## src/rtl/imac_pkg.sv

```systemverilog
package imac_pkg;

    // Default widths shared by the lane and its bench.
    localparam int DEF_HALF_W = 16;
    localparam int DEF_ACC_W  = 40;

    // Accumulate opcode. Code 2'b11 is handled as a load.
    typedef enum logic [1:0] {
        ACC_LOAD = 2'b00,
        ACC_ADD  = 2'b01,
        ACC_SUB  = 2'b10,
        ACC_ALT  = 2'b11
    } acc_op_e;

    // Operand selector for one multiplier input.
    typedef enum logic {
        PICK_LO = 1'b0,
        PICK_HI = 1'b1
    } half_pick_e;

endpackage

```

## src/rtl/imac_half_pick.sv

```systemverilog
module imac_half_pick
    import imac_pkg::*;
#(
    parameter int HALF_W = DEF_HALF_W,
    localparam int WORD_W = 2 * HALF_W
) (
    input  logic [WORD_W-1:0] word_i,
    input  half_pick_e        pick_i,
    output logic [HALF_W-1:0] half_o
);

    always_comb begin
        unique case (pick_i)
            PICK_HI: half_o = word_i[WORD_W-1:HALF_W];
            default: half_o = word_i[HALF_W-1:0];
        endcase
    end

endmodule

```

## src/rtl/imac_acc_reg.sv

```systemverilog
module imac_acc_reg
    import imac_pkg::*;
#(
    parameter int ACC_W  = DEF_ACC_W,
    parameter int PROD_W = 2 * DEF_HALF_W
) (
    input  logic              clk,
    input  logic              rst,
    input  logic              clr_i,
    input  logic              vld_i,
    input  acc_op_e           op_i,
    input  logic [PROD_W-1:0] prod_i,
    output logic [ACC_W-1:0]  acc_nxt_o,
    output logic [ACC_W-1:0]  acc_q_o
);

    localparam int EXT_W = ACC_W - PROD_W;

    logic [ACC_W-1:0] prod_ext;
    logic [ACC_W-1:0] acc_q;
    logic [ACC_W-1:0] acc_nxt;

    assign prod_ext = {{EXT_W{prod_i[PROD_W-1]}}, prod_i};

    // Add and subtract wrap within ACC_W bits; the accumulator never clamps.
    always_comb begin
        acc_nxt = acc_q;
        if (clr_i) begin
            acc_nxt = '0;
        end else if (vld_i) begin
            unique case (op_i)
                ACC_ADD: acc_nxt = acc_q + prod_ext;
                ACC_SUB: acc_nxt = acc_q - prod_ext;
                default: acc_nxt = prod_ext;
            endcase
        end
    end

    always_ff @(posedge clk) begin
        if (rst) acc_q <= '0;
        else     acc_q <= acc_nxt;
    end

    assign acc_nxt_o = acc_nxt;
    assign acc_q_o   = acc_q;

    p_clear_zero_r8: assert property (@(posedge clk) disable iff (rst)
        clr_i |=> (acc_q == '0));

    p_idle_hold_r7: assert property (@(posedge clk) disable iff (rst)
        (!clr_i && !vld_i) |=> $stable(acc_q));

    p_load_product_r2: assert property (@(posedge clk) disable iff (rst)
        (vld_i && !clr_i && op_i == ACC_LOAD) |=> (acc_q == $past(prod_ext)));

endmodule

```

## src/rtl/imac_sat_extract.sv

```systemverilog
module imac_sat_extract
    import imac_pkg::*;
#(
    parameter int ACC_W  = DEF_ACC_W,
    parameter int HALF_W = DEF_HALF_W
) (
    input  logic [ACC_W-1:0]  acc_i,
    output logic [HALF_W-1:0] half_o
);

    localparam int DBL_W = ACC_W + 1;
    localparam int TOP_W = DBL_W - HALF_W + 1;

    // Doubling is a one-place shift. The doubled integer has no bits below
    // its LSB, so the half-LSB rounding step adds nothing here.
    logic [DBL_W-1:0] dbl;
    logic [TOP_W-1:0] top_bits;
    logic             fits;

    assign dbl      = {acc_i, 1'b0};
    assign top_bits = dbl[DBL_W-1:HALF_W-1];
    assign fits     = (&top_bits) | ~(|top_bits);

    always_comb begin
        if (fits)
            half_o = dbl[HALF_W-1:0];
        else if (dbl[DBL_W-1])
            half_o = {1'b1, {(HALF_W-1){1'b0}}};
        else
            half_o = {1'b0, {(HALF_W-1){1'b1}}};
    end

    // The sign of the clamped result always follows the accumulator sign.
    always_comb begin
        p_sign_follow_r5: assert (half_o[HALF_W-1] == acc_i[ACC_W-1]);
    end

endmodule

```

## src/rtl/imac_sat_lane.sv

```systemverilog
module imac_sat_lane
    import imac_pkg::*;
#(
    parameter int HALF_W = DEF_HALF_W,
    parameter int ACC_W  = DEF_ACC_W,
    localparam int WORD_W = 2 * HALF_W,
    localparam int PROD_W = 2 * HALF_W
) (
    input  logic              clk,
    input  logic              rst,
    input  logic              clr_i,
    input  logic              vld_i,
    input  logic [1:0]        op_i,
    input  logic [WORD_W-1:0] src_a_i,
    input  logic [WORD_W-1:0] src_b_i,
    input  logic              hi_a_i,
    input  logic              hi_b_i,
    input  logic [WORD_W-1:0] dest_i,
    output logic [WORD_W-1:0] dest_o,
    output logic [WORD_W-1:0] acc_o,
    output logic              res_vld_o
);

    logic [WORD_W-1:0] src_w  [2];
    half_pick_e        pick_w [2];
    logic [HALF_W-1:0] opnd   [2];

    assign src_w[0]  = src_a_i;
    assign src_w[1]  = src_b_i;
    assign pick_w[0] = half_pick_e'(hi_a_i);
    assign pick_w[1] = half_pick_e'(hi_b_i);

    for (genvar g = 0; g < 2; g++) begin : g_opnd
        imac_half_pick #(.HALF_W(HALF_W)) i_pick (
            .word_i (src_w[g]),
            .pick_i (pick_w[g]),
            .half_o (opnd[g])
        );
    end

    // Signed integer product, sign-extended to full width before multiplying.
    logic signed [PROD_W-1:0] mul_a, mul_b, prod;
    assign mul_a = $signed({{HALF_W{opnd[0][HALF_W-1]}}, opnd[0]});
    assign mul_b = $signed({{HALF_W{opnd[1][HALF_W-1]}}, opnd[1]});
    assign prod  = mul_a * mul_b;

    logic [ACC_W-1:0] acc_nxt, acc_q;

    imac_acc_reg #(.ACC_W(ACC_W), .PROD_W(PROD_W)) i_acc (
        .clk       (clk),
        .rst       (rst),
        .clr_i     (clr_i),
        .vld_i     (vld_i),
        .op_i      (acc_op_e'(op_i)),
        .prod_i    (prod),
        .acc_nxt_o (acc_nxt),
        .acc_q_o   (acc_q)
    );

    logic [HALF_W-1:0] sat_half;

    imac_sat_extract #(.ACC_W(ACC_W), .HALF_W(HALF_W)) i_ext (
        .acc_i  (acc_nxt),
        .half_o (sat_half)
    );

    logic take;
    assign take = vld_i & ~clr_i;

    always_ff @(posedge clk) begin
        if (rst) begin
            dest_o    <= '0;
            res_vld_o <= 1'b0;
        end else begin
            res_vld_o <= take;
            if (take) dest_o <= {dest_i[WORD_W-1:HALF_W], sat_half};
        end
    end

    assign acc_o = acc_q[WORD_W-1:0];

    p_upper_kept_r6: assert property (@(posedge clk) disable iff (rst)
        res_vld_o |-> (dest_o[WORD_W-1:HALF_W] == $past(dest_i[WORD_W-1:HALF_W])));

    p_one_cycle_r7: assert property (@(posedge clk) disable iff (rst)
        (vld_i && !clr_i) |=> res_vld_o);

    p_dest_hold_r7: assert property (@(posedge clk) disable iff (rst)
        !(vld_i && !clr_i) |=> ($stable(dest_o) && !res_vld_o));

    p_sign_match_r5: assert property (@(posedge clk) disable iff (rst)
        res_vld_o |-> (dest_o[HALF_W-1] == acc_q[ACC_W-1]));

endmodule

```

## config.mk

```make
export PLATFORM = sky130hd
export DESIGN_NAME = imac_sat_lane
export DESIGN_NICKNAME = d
export VERILOG_FILES = /design/src/rtl/imac_pkg.sv /design/src/rtl/imac_half_pick.sv /design/src/rtl/imac_acc_reg.sv /design/src/rtl/imac_sat_extract.sv /design/src/rtl/imac_sat_lane.sv
export SDC_FILE = /design/constraint.sdc
export NUM_CORES = 1
export LEC_CHECK = 0
export BUFFER_PORTS_ARGS = -buffer_cell sky130_fd_sc_hd__buf_4
export CAP_MARGIN = 40
export CORE_MARGIN = 2
export CORE_UTILIZATION = 55
export CTS_CLUSTER_SIZE = 28
export DETAILED_ROUTE_END_ITERATION = 8
export GPL_TIMING_DRIVEN = 0
export PLACE_DENSITY = 0.78
export SLEW_MARGIN = 30
export SYNTH_ARGS = -nofsm -noshare
export SYNTH_HDL_FRONTEND = slang
export SYNTH_HIERARCHICAL = 1
export SYNTH_SLANG_ARGS = --single-unit
```

## constraint.sdc

```tcl
create_clock -name clk -period 15.4 [get_ports clk]
set_clock_uncertainty 0.1 [all_clocks]
set_input_delay 3.08 -clock clk [delete_from_list [all_inputs] [get_ports clk]]
set_output_delay 3.08 -clock clk [all_outputs]
set_load 0.01 [all_outputs]
```

== Yosys cells after proc, flatten, opt, wreduce, memory -nomap -nowiden ==
Index checks and enable logic that the tools add are counted.
Cells by class
  bitwise gates (word level): 4
  $add $sub $neg: 2
  equality and inequality tests: 2
  mux-type cells: 7
  multipliers: 1
  reductions and logical operators: 2
Operators with widths (number)
  $mux 40: 2
  $pmux 40 s2: 1
  $mux 16: 4
  $add 40x40->40: 1
  $sub 40x40->40: 1
  $mul 16x16->32: 1
  $reduce_and 26->1: 1
  $reduce_or 26->1: 1
  $eq 2x1->1 const B: 1
  $eq 2x2->1 const B: 1
  $not 1->1: 2
  $and 1x1->1: 1
  $or 1x1->1: 1
Storage, ports and cells
  input port bits: 104
  output and inout port bits: 65
  word-level logic and storage cells: 21
  bits in registers: 73

== Logic depth before layout (Yosys ltp) ==
Gate-level depths: netlist of run 1.
  depth in word-level cells: 10
  gate-level depth with buffers: 48
  gate-level depth less buffers: 42

== Cells and area by module ==
The synthesis of run 1 kept the hierarchy.
By module, submodules not included
  imac_sat_lane: cells each 1242, sequential area each 660.6 um^2, times used 1, area each 11074.4 um^2
  imac_acc_reg: cells each 748, sequential area each 800.8 um^2, times used 1, area each 5185.0 um^2
  imac_half_pick: cells each 18, sequential area each 0.0 um^2, times used 2, area each 249.0 um^2
  imac_sat_extract: cells each 52, sequential area each 0.0 um^2, times used 1, area each 355.3 um^2

== Worst setup path before layout of run 1 ==
Ideal clock, no wire load.
  kind: in2reg
  start: input port hi_b_i
  end: register dest_o[10]
  cell stages on the path: 46
  buffers on the path: 5
  data required time: 15.230 ns
  arrival: 13.012 ns
  library setup time: 0.070 ns
  path slack: 2.218 ns
  cells stage by stage: buf_6 -> buf_12 -> mux2_4 -> clkbuf_1 -> and2_1 -> fa_1 -> inv_1 -> fa_1 -> fa_1 -> inv_1 -> fa_1 -> fa_1 -> inv_1 -> fa_1 -> inv_1 -> ha_1 -> a21o_1 -> o21bai_1 -> (+10 left out) -> xnor2_1 -> ha_1 -> clkbuf_1 -> nand4_1 -> nor2_1 -> and2_1 -> a31oi_1 -> o31a_1 -> o31ai_2 -> xnor2_1 -> a2111oi_0 -> nor4_1 -> nand3_1 -> a2bb2oi_2 -> buf_6 -> mux2i_1 -> nand2_1 -> a21oi_1
Between the ends
  longest elaborated chain between the ends: 10
  elaborated cells on any way between the ends: 13
  classes of those cells: 2 x add/sub; 1 x mul; 6 x mux; 2 x bitwise; 2 x reduce/logical
Ends and longest elaborated chain
  start: declaration: line imac_sat_lane.sv:17  | input logic hi_b_i,
  $mux 16 (*): line imac_half_pick.sv:13  | unique case (pick_i)
  via mul_b[4]: line imac_sat_lane.sv:42  | logic signed [PROD_W-1:0] mul_a, mul_b, prod;
  $mul 16x16->32 (*): line imac_sat_lane.sv:45  | assign prod = mul_a * mul_b;
  via prod[19]: line imac_sat_lane.sv:42
  $sub 40x40->40 / $add 40x40->40 (equally long branches): line imac_acc_reg.sv:33, imac_acc_reg.sv:32
  $pmux 40 s2 (*): line imac_acc_reg.sv:31  | unique case (op_i)
  $mux 40 (*): line imac_acc_reg.sv:30  | end else if (vld_i) begin
  $mux 40 (*): line imac_acc_reg.sv:28  | if (clr_i) begin
  via acc_nxt[35]: line imac_sat_lane.sv:47  | logic [ACC_W-1:0] acc_nxt, acc_q;
  $reduce_or 26->1: line imac_sat_extract.sv:22  | assign fits = (&top_bits) | ~(|top_bits);
  $not 1->1: line imac_sat_extract.sv:22
  $or 1x1->1 (*): line imac_sat_extract.sv:22
  $mux 16 (*): line imac_sat_extract.sv:25  | if (fits)
  via sat_half[10]: line imac_sat_lane.sv:60  | logic [HALF_W-1:0] sat_half;
  end signal: assignment: line imac_sat_lane.sv:76  | if (take) dest_o <= {dest_i[WORD_W-1:HALF_W], sat_half};
  end: declaration: line imac_sat_lane.sv:19  | output logic [WORD_W-1:0] dest_o,
Mark *: on every way through the listed nets, which the timed path passes. The rest lies on a longest branch.
A chain may end at the register's enable or synchronous reset.

== Worst setup path after layout of run 1 ==
  start: input port hi_b_i
  end: register dest_o[12]
Between the ends
  longest elaborated chain between the ends: 10
  elaborated cells on any way between the ends: 13
  classes of those cells: 2 x add/sub; 1 x mul; 6 x mux; 2 x bitwise; 2 x reduce/logical
Ends and longest elaborated chain (line)
  $mux 16 (*): imac_half_pick.sv:13
  via mul_b[4]: imac_sat_lane.sv:42
  $mul 16x16->32 (*): imac_sat_lane.sv:45
  via prod[19]: imac_sat_lane.sv:42
  $sub 40x40->40 / $add 40x40->40 (equally long branches): imac_acc_reg.sv:33, imac_acc_reg.sv:32
  $pmux 40 s2 (*): imac_acc_reg.sv:31
  $mux 40 (*): imac_acc_reg.sv:30
  $mux 40 (*): imac_acc_reg.sv:28
  via acc_nxt[39]: imac_sat_lane.sv:47
  $reduce_or 26->1: imac_sat_extract.sv:22
  $not 1->1: imac_sat_extract.sv:22
  $or 1x1->1: imac_sat_extract.sv:22
  $mux 16 (*): imac_sat_extract.sv:25
  via sat_half[12]: imac_sat_lane.sv:60
Marked as above.

==> impl_metrics.py, run 1 <==
metrics = {
    "status": {
        "status": "completed",
    },
    "timing": {
        "fmax_mhz": 68.0,
        "worst_pin_slew_ps": 885,
        "setup_violations": 0,
        "period_needed_ps": 14700,
        "slew_headroom": 0.409,
        "whs_ps": 357,
        "fin_crit_sh": 0.955,
        "drv_slew": 0,
        "finalHoldViolCount": 0,
        "rsz0062_at_grt": "false",
    },
    "clock_network": {
        "clockBufferDepth": 2,
        "path_clk_slew_ps": 50,
        "clkSinkCount": 73,
        "numCtsBuffers": 9,
        "cts_max_level": 3,
        "post_cts_buffers": 0,
        "cts_tree": "yes",
        "insertion_delay_ps": 350,
        "cts_root_buffer": "clkbuf_16",
    },
    "placement": {
        "place_hpwl_um": 43900,
        "portBuffers": 150,
        "place_congestion": 1.03,
        "place_area_mm2": 0.0187,
    },
    "synthesis": {
        "yosysTopAreaCell": "fa_1",
        "synth_ff_type": "dfxtp_1",
        "synth.distinct_cells": 78,
        "syn_inst": 2078,
        "synth_nets": 2568,
        "ys_seq_area_frac": 0.0854,
        "synth.top_cell.area_share": 0.308,
        "yosysWarnings": 6,
        "synth_most_common_cell": "inv_1",
        "synth_common_cells": "inv_1, nand2_1, fa_1",
        "syn_area_mm2": 0.0171,
        "synth_async_sr_flop_share": 0,
        "synth-seq-cells": 73,
        "synth_area_leaders": "fa_1, ha_1, dfxtp_1",
        "synth_edf_count": 0,
        "avgSynthCellArea_um2": 8.24,
    },
    "floorplan": {
        "ios": 169,
        "coreArea_mm2": 0.0306,
        "die_y_um": 180,
        "dieWidth_um": 180,
        "rows": 64,
        "start_util": 0.559,
        "die_area_mm2": 0.0325,
    },
    "worst_setup_path": {
        "crit_path_end_kind": "flop",
        "reg2reg_slack_ps": 10590,
        "slowest_stage": "or4_1",
        "cp-start-kind": "primary input",
        "critPathKind": "in -> reg",
        "required_ps": 15570,
        "max_stage_delay_ps": 650,
        "cp_num_buf_inv": 10,
        "crit_arrival_ps": 14870,
        "startpoint": "hi_b_i",
        "crit_top_cell": "fa_1",
        "critPathTopFamily": "adder cells",
        "path_max_fanout": 10,
        "r2r_start": "i_acc/acc_q_o[17]$_SDFF_PP0_",
    },
    "finish": {
        "nets": 2728,
        "n_fill_cell": 2701,
        "fin_area_mm2": 0.0190,
        "drive_above_1_share": 0.112,
        "area_delta_synth_final_pct": 11.3,
    },
    "routing": {
        "firstDrtPassIters": 5,
        "ant_nets": 0,
        "wirelength_um": 52100,
        "vias": 15400,
        "drt_iter0_markers": 1212,
        "wl_per_cell_um": 19.7,
        "route.detailed.drc": 0,
        "via_per_inst": 5.84,
    },
    "global_route": {
        "grt_max_degree": 14,
        "first_global_vias": 16000,
        "grt_usage": 0.328,
        "gr-total-overflow": 0,
        "grt_pass1_wl_um": 85700,
        "antenna_found_initial": 0,
    },
    "min_path": {
        "hp-start": "dest_o[8]$_SDFFE_PP0P_",
        "min_path_type": "reg -> reg",
    },
    "flow_run": {
        "timing.max_cap.violations": 0,
    },
}
## worst reg2reg max path: cells and delay by family (launching register included)
kind | cells | cell delay [ps]
and+or+nand+nor | 6 | 1140
muxes | 2 | 620
buffers and inverters | 2 | 510
AOI/OAI and AO/OA | 5 | 1670
adders and majority gates | 1 | 300
DFF | 1 | 370
## flip-flops by register name, indices dropped and copies added, names as in the netlist
signal and count:
dest_o 32, res_vld_o 1, i_acc/acc_q_o 40
## stage by stage
stage	util	setup TNS [ps]	std cells	setup slack (ps)
global route	0.622	0	2639	104
global placement	0.612	-33.4	2624	-9.44
finish	0.623	0	2640	698
CTS	0.622	0	2640	290
detailed placement	0.613	-29.7	2624	-10.3
floorplan	-	0	2078	2220
## cell usage in the layout (no fill, tap or decap), types with 7 or more instances in the layout
| cell type | count |
|---|---|
| xor2_1 | 16 |
| nor4_1 | 14 |
| o21a_1 | 7 |
| buf_4 | 152 |
| and3_1 | 10 |
| nand4_1 | 17 |
| nor3_1 | 35 |
| mux2_2 | 14 |
| o21bai_1 | 8 |
| a211oi_1 | 13 |
| nor2b_1 | 28 |
| inv_1 | 322 |
| dfxtp_1 | 73 |
| o211ai_1 | 14 |
| xnor2_1 | 76 |
| nand2b_1 | 17 |
| a31oi_1 | 17 |
| mux2i_1 | 30 |
| and2_1 | 130 |
| o31ai_1 | 9 |
| o21ai_0 | 49 |
| fa_1 | 263 |
| mux2_4 | 20 |
| nor2_1 | 138 |
| buf_1 | 9 |
| a21oi_1 | 131 |
| a21o_1 | 19 |
| clkbuf_1 | 79 |
| ha_1 | 123 |
| nand2_1 | 270 |
| clkbuf_16 | 9 |
| nand3_1 | 13 |
## cell families (layout without fill, tap and decap cells)
kind of cell               after synthesis  count (layout)  synth area share
AOI/OAI and AO/OA                      333             333             0.128
xor gates and xnor gates                92              92            0.0471
adders and majority gates              386             386             0.398
buffers and inverters                  421             586            0.0965
DFF                                     73              73            0.0854
muxes                                   64              64            0.0443
other                                    0               1                 0
and+or+nand+nor                        709             709             0.201
## final timing paths
kind                                           endpoint  depth (start not counted)
worst min register to register   dest_o[8]$_SDFFE_PP0P_                          2
worst max register to register  dest_o[12]$_SDFFE_PP0P_                         16
worst min-delay path             dest_o[8]$_SDFFE_PP0P_                          2
worst max-delay path            dest_o[12]$_SDFFE_PP0P_                         47
## per-layer routing
layer | part of all wire | up-vias | track usage | routed length (µm)
met5 | 0 | - | 0 | 0
met4 | 0.037 | 0 | 0.121 | 1910
li1 | - | 7018 | - | -
met2 | 0.48 | 721 | 0.549 | 24800
met3 | 0.083 | 131 | 0.0550 | 4330
met1 | 0.40 | 7550 | 0.430 | 21100
## cell type report
| class | count | area, µm² | share of cell area |
|---|---|---|---|
| plain buffers | 98 | 442 | 0.0232 |
| multi-input cells | 1584 | 14000 | 0.737 |
| repair buffers | 150 | 1130 | 0.0591 |
| inverters | 322 | 1210 | 0.0635 |
| clock buffers | 10 | 229 | 0.0120 |
| flip-flops and latches | 73 | 1460 | 0.0767 |
| well taps | 396 | 495 | 0.0260 |
| diodes | 1 | 2.50 | 0.000131 |
| clock inverters | 6 | 42.5 | 0.00223 |
## timing repair
item,CTS,global route
hold buffers,0,0
setup endpoints to repair,0,15
gates resized for setup,0,9
Power of run 1 is left out: the tool's default activity adds up to more than one toggle a clock period on the data nets, which glitch-free logic cannot reach.
==> run 2: changes to the inputs <==
CTS_BUF_LIST = sky130_fd_sc_hd__clkbuf_4 sky130_fd_sc_hd__clkbuf_8   (was not set)
==> run 2 against run 1 <==
Against the previous run: register-to-register slack worse by 60 ps; final area fell by 0.55%; die area did not move; worst setup slack got worse by 210 ps; utilization down 0.34 points; fmax fell by 1.4%; first-iteration DRC count fell by 0.74%; critical endpoint is now dest_o[13]$_SDFFE_PP0P_; largest cell class unchanged; highest routed layer unchanged.
==> impl_metrics.py, run 2 (synthesized netlist as in run 1, its figures left out) <==
metrics = {
    "routing": {
        "ant_nets": 0,
        "wirelength_um": 52000,
        "vias": 15300,
        "via_per_inst": 5.81,
        "route.detailed.drc": 0,
        "wl_per_cell_um": 19.7,
        "drt_iter0_markers": 1203,
        "firstDrtPassIters": 8,
    },
    "placement": {
        "place_congestion": 1.03,
        "place_hpwl_um": 43900,
        "dp_slack_ps": -10.3,
        "portBuffers": 150,
    },
    "floorplan": {
        "rows": 64,
        "dieWidth_um": 180,
        "die_y_um": 180,
        "coreArea_mm2": 0.0306,
        "start_util": 0.559,
        "die_area_mm2": 0.0325,
        "ios": 169,
    },
    "clock_network": {
        "cts-hold-fix-buffers": 0,
        "post_cts_buffers": 0,
        "clockBufferDepth": 2,
        "numCtsBuffers": 9,
        "cts_resized": 0,
        "cts_tree": "yes",
        "insertion_delay_ps": 380,
        "clkSinkCount": 73,
        "path_clk_slew_ps": 90,
        "cts_root_buffer": "clkbuf_8",
        "cts_max_level": 3,
    },
    "global_route": {
        "grt_usage": 0.329,
        "first_global_vias": 16000,
        "gr-total-overflow": 0,
        "grt_pass1_wl_um": 85800,
        "antenna_found_initial": 0,
        "grt_max_degree": 14,
    },
    "flow_run": {
        "timing.max_cap.violations": 0,
    },
    "worst_setup_path": {
        "cp-start-kind": "primary input",
        "reg2reg_slack_ps": 10530,
        "r2r_cells": 19,
        "slowest_stage": "or4_1",
        "max_stage_delay_ps": 630,
        "critPathKind": "in -> reg",
        "path_max_fanout": 10,
        "crit_arrival_ps": 15100,
        "crit_top_cell": "fa_1",
        "crit_path_end_kind": "flop",
        "required_ps": 15590,
        "r2r_start": "i_acc/acc_q_o[0]$_SDFF_PP0_",
        "rr_endpoint": "dest_o[13]$_SDFFE_PP0P_",
        "cp-endpoint": "dest_o[13]$_SDFFE_PP0P_",
        "startpoint": "hi_b_i",
    },
    "timing": {
        "tns_ps": 0,
        "fmax_mhz": 67.1,
        "worst_slack_ps": 490,
        "worst_pin_slew_ps": 876,
        "period_needed_ps": 14910,
        "drv_slew": 0,
        "finalHoldViolCount": 0,
        "setup_violations": 0,
        "rsz0062_at_grt": "false",
        "slew_headroom": 0.414,
        "fin_crit_sh": 0.968,
    },
    "finish": {
        "final_common_cell": "inv_1",
        "area_delta_synth_final_pct": 10.7,
        "n_fill_cell": 2712,
        "largest_reg_flops": 40,
        "drive_above_1_share": 0.112,
        "regArea_mm2": 0.00146,
        "layout_common_cells": "inv_1, nand2_1, fa_1",
        "nets": 2728,
        "multi_input_area_mm2": 0.0140,
        "fin_util": 0.619,
        "diodes": 0,
    },
    "status": {
        "status": "completed",
    },
    "min_path": {
        "min_path_type": "reg -> reg",
    },
}
## run 2: final cells by class
class / count / share of cell area
Clock inverter: 6 / 0.00225
Inverter: 322 / 0.0638
Tap cell: 396 / 0.0262
Multi-Input combinational cell: 1584 / 0.741
Sequential cell: 73 / 0.0772
Buffer: 98 / 0.0233
Clock buffer: 10 / 0.00694
Timing Repair Buffer: 150 / 0.0595
## run 2: worst min path at each step
| stage | slack (ps) | end | from | depth (start not counted) |
|---|---|---|---|---|
| after floorplan | 380 | dest_o[0]$_SDFFE_PP0P_ | dest_o[0]$_SDFFE_PP0P_ | 2 |
| after global placement | 340 | dest_o[30]$_SDFFE_PP0P_ | dest_o[30]$_SDFFE_PP0P_ | 2 |
| after detailed placement | 350 | dest_o[22]$_SDFFE_PP0P_ | dest_o[22]$_SDFFE_PP0P_ | 2 |
| after CTS | 360 | dest_o[28]$_SDFFE_PP0P_ | dest_o[28]$_SDFFE_PP0P_ | 2 |
| after global routing | 370 | dest_o[17]$_SDFFE_PP0P_ | dest_o[17]$_SDFFE_PP0P_ | 2 |
| final | 360 | dest_o[23]$_SDFFE_PP0P_ | dest_o[23]$_SDFFE_PP0P_ | 2 |
## run 2: per-layer routing
| metal | global-route usage | wire, µm | vias to the layer above |
|---|---|---|---|
| met2 | 0.552 | 24700 | 688 |
| met3 | 0.0538 | 4110 | 138 |
| met5 | 0 | 0 | - |
| li1 | - | - | 7017 |
| met1 | 0.430 | 21200 | 7485 |
| met4 | 0.117 | 1980 | 0 |
## run 2: worst max-delay path, delay by kind of cell
kind	cells	cell delay, ps
XOR/XNOR	1	220
multiplexers	2	510
buffers and inverters	10	1420
adder cells (fa/ha/maj)	8	3640
AO/OA/AOI/OAI	15	3070
AND/OR/NAND/NOR	11	3120
## run 2: through the flow
step	hold slack, ps	instances	instance area [µm²]
floorplan	381	2078	17100
global placement	344	2624	18700
detailed placement	347	2624	18700
CTS	359	2640	18900
global route	374	2639	18900
finish	360	2639	18900
Power of run 2 is left out for the same reason.
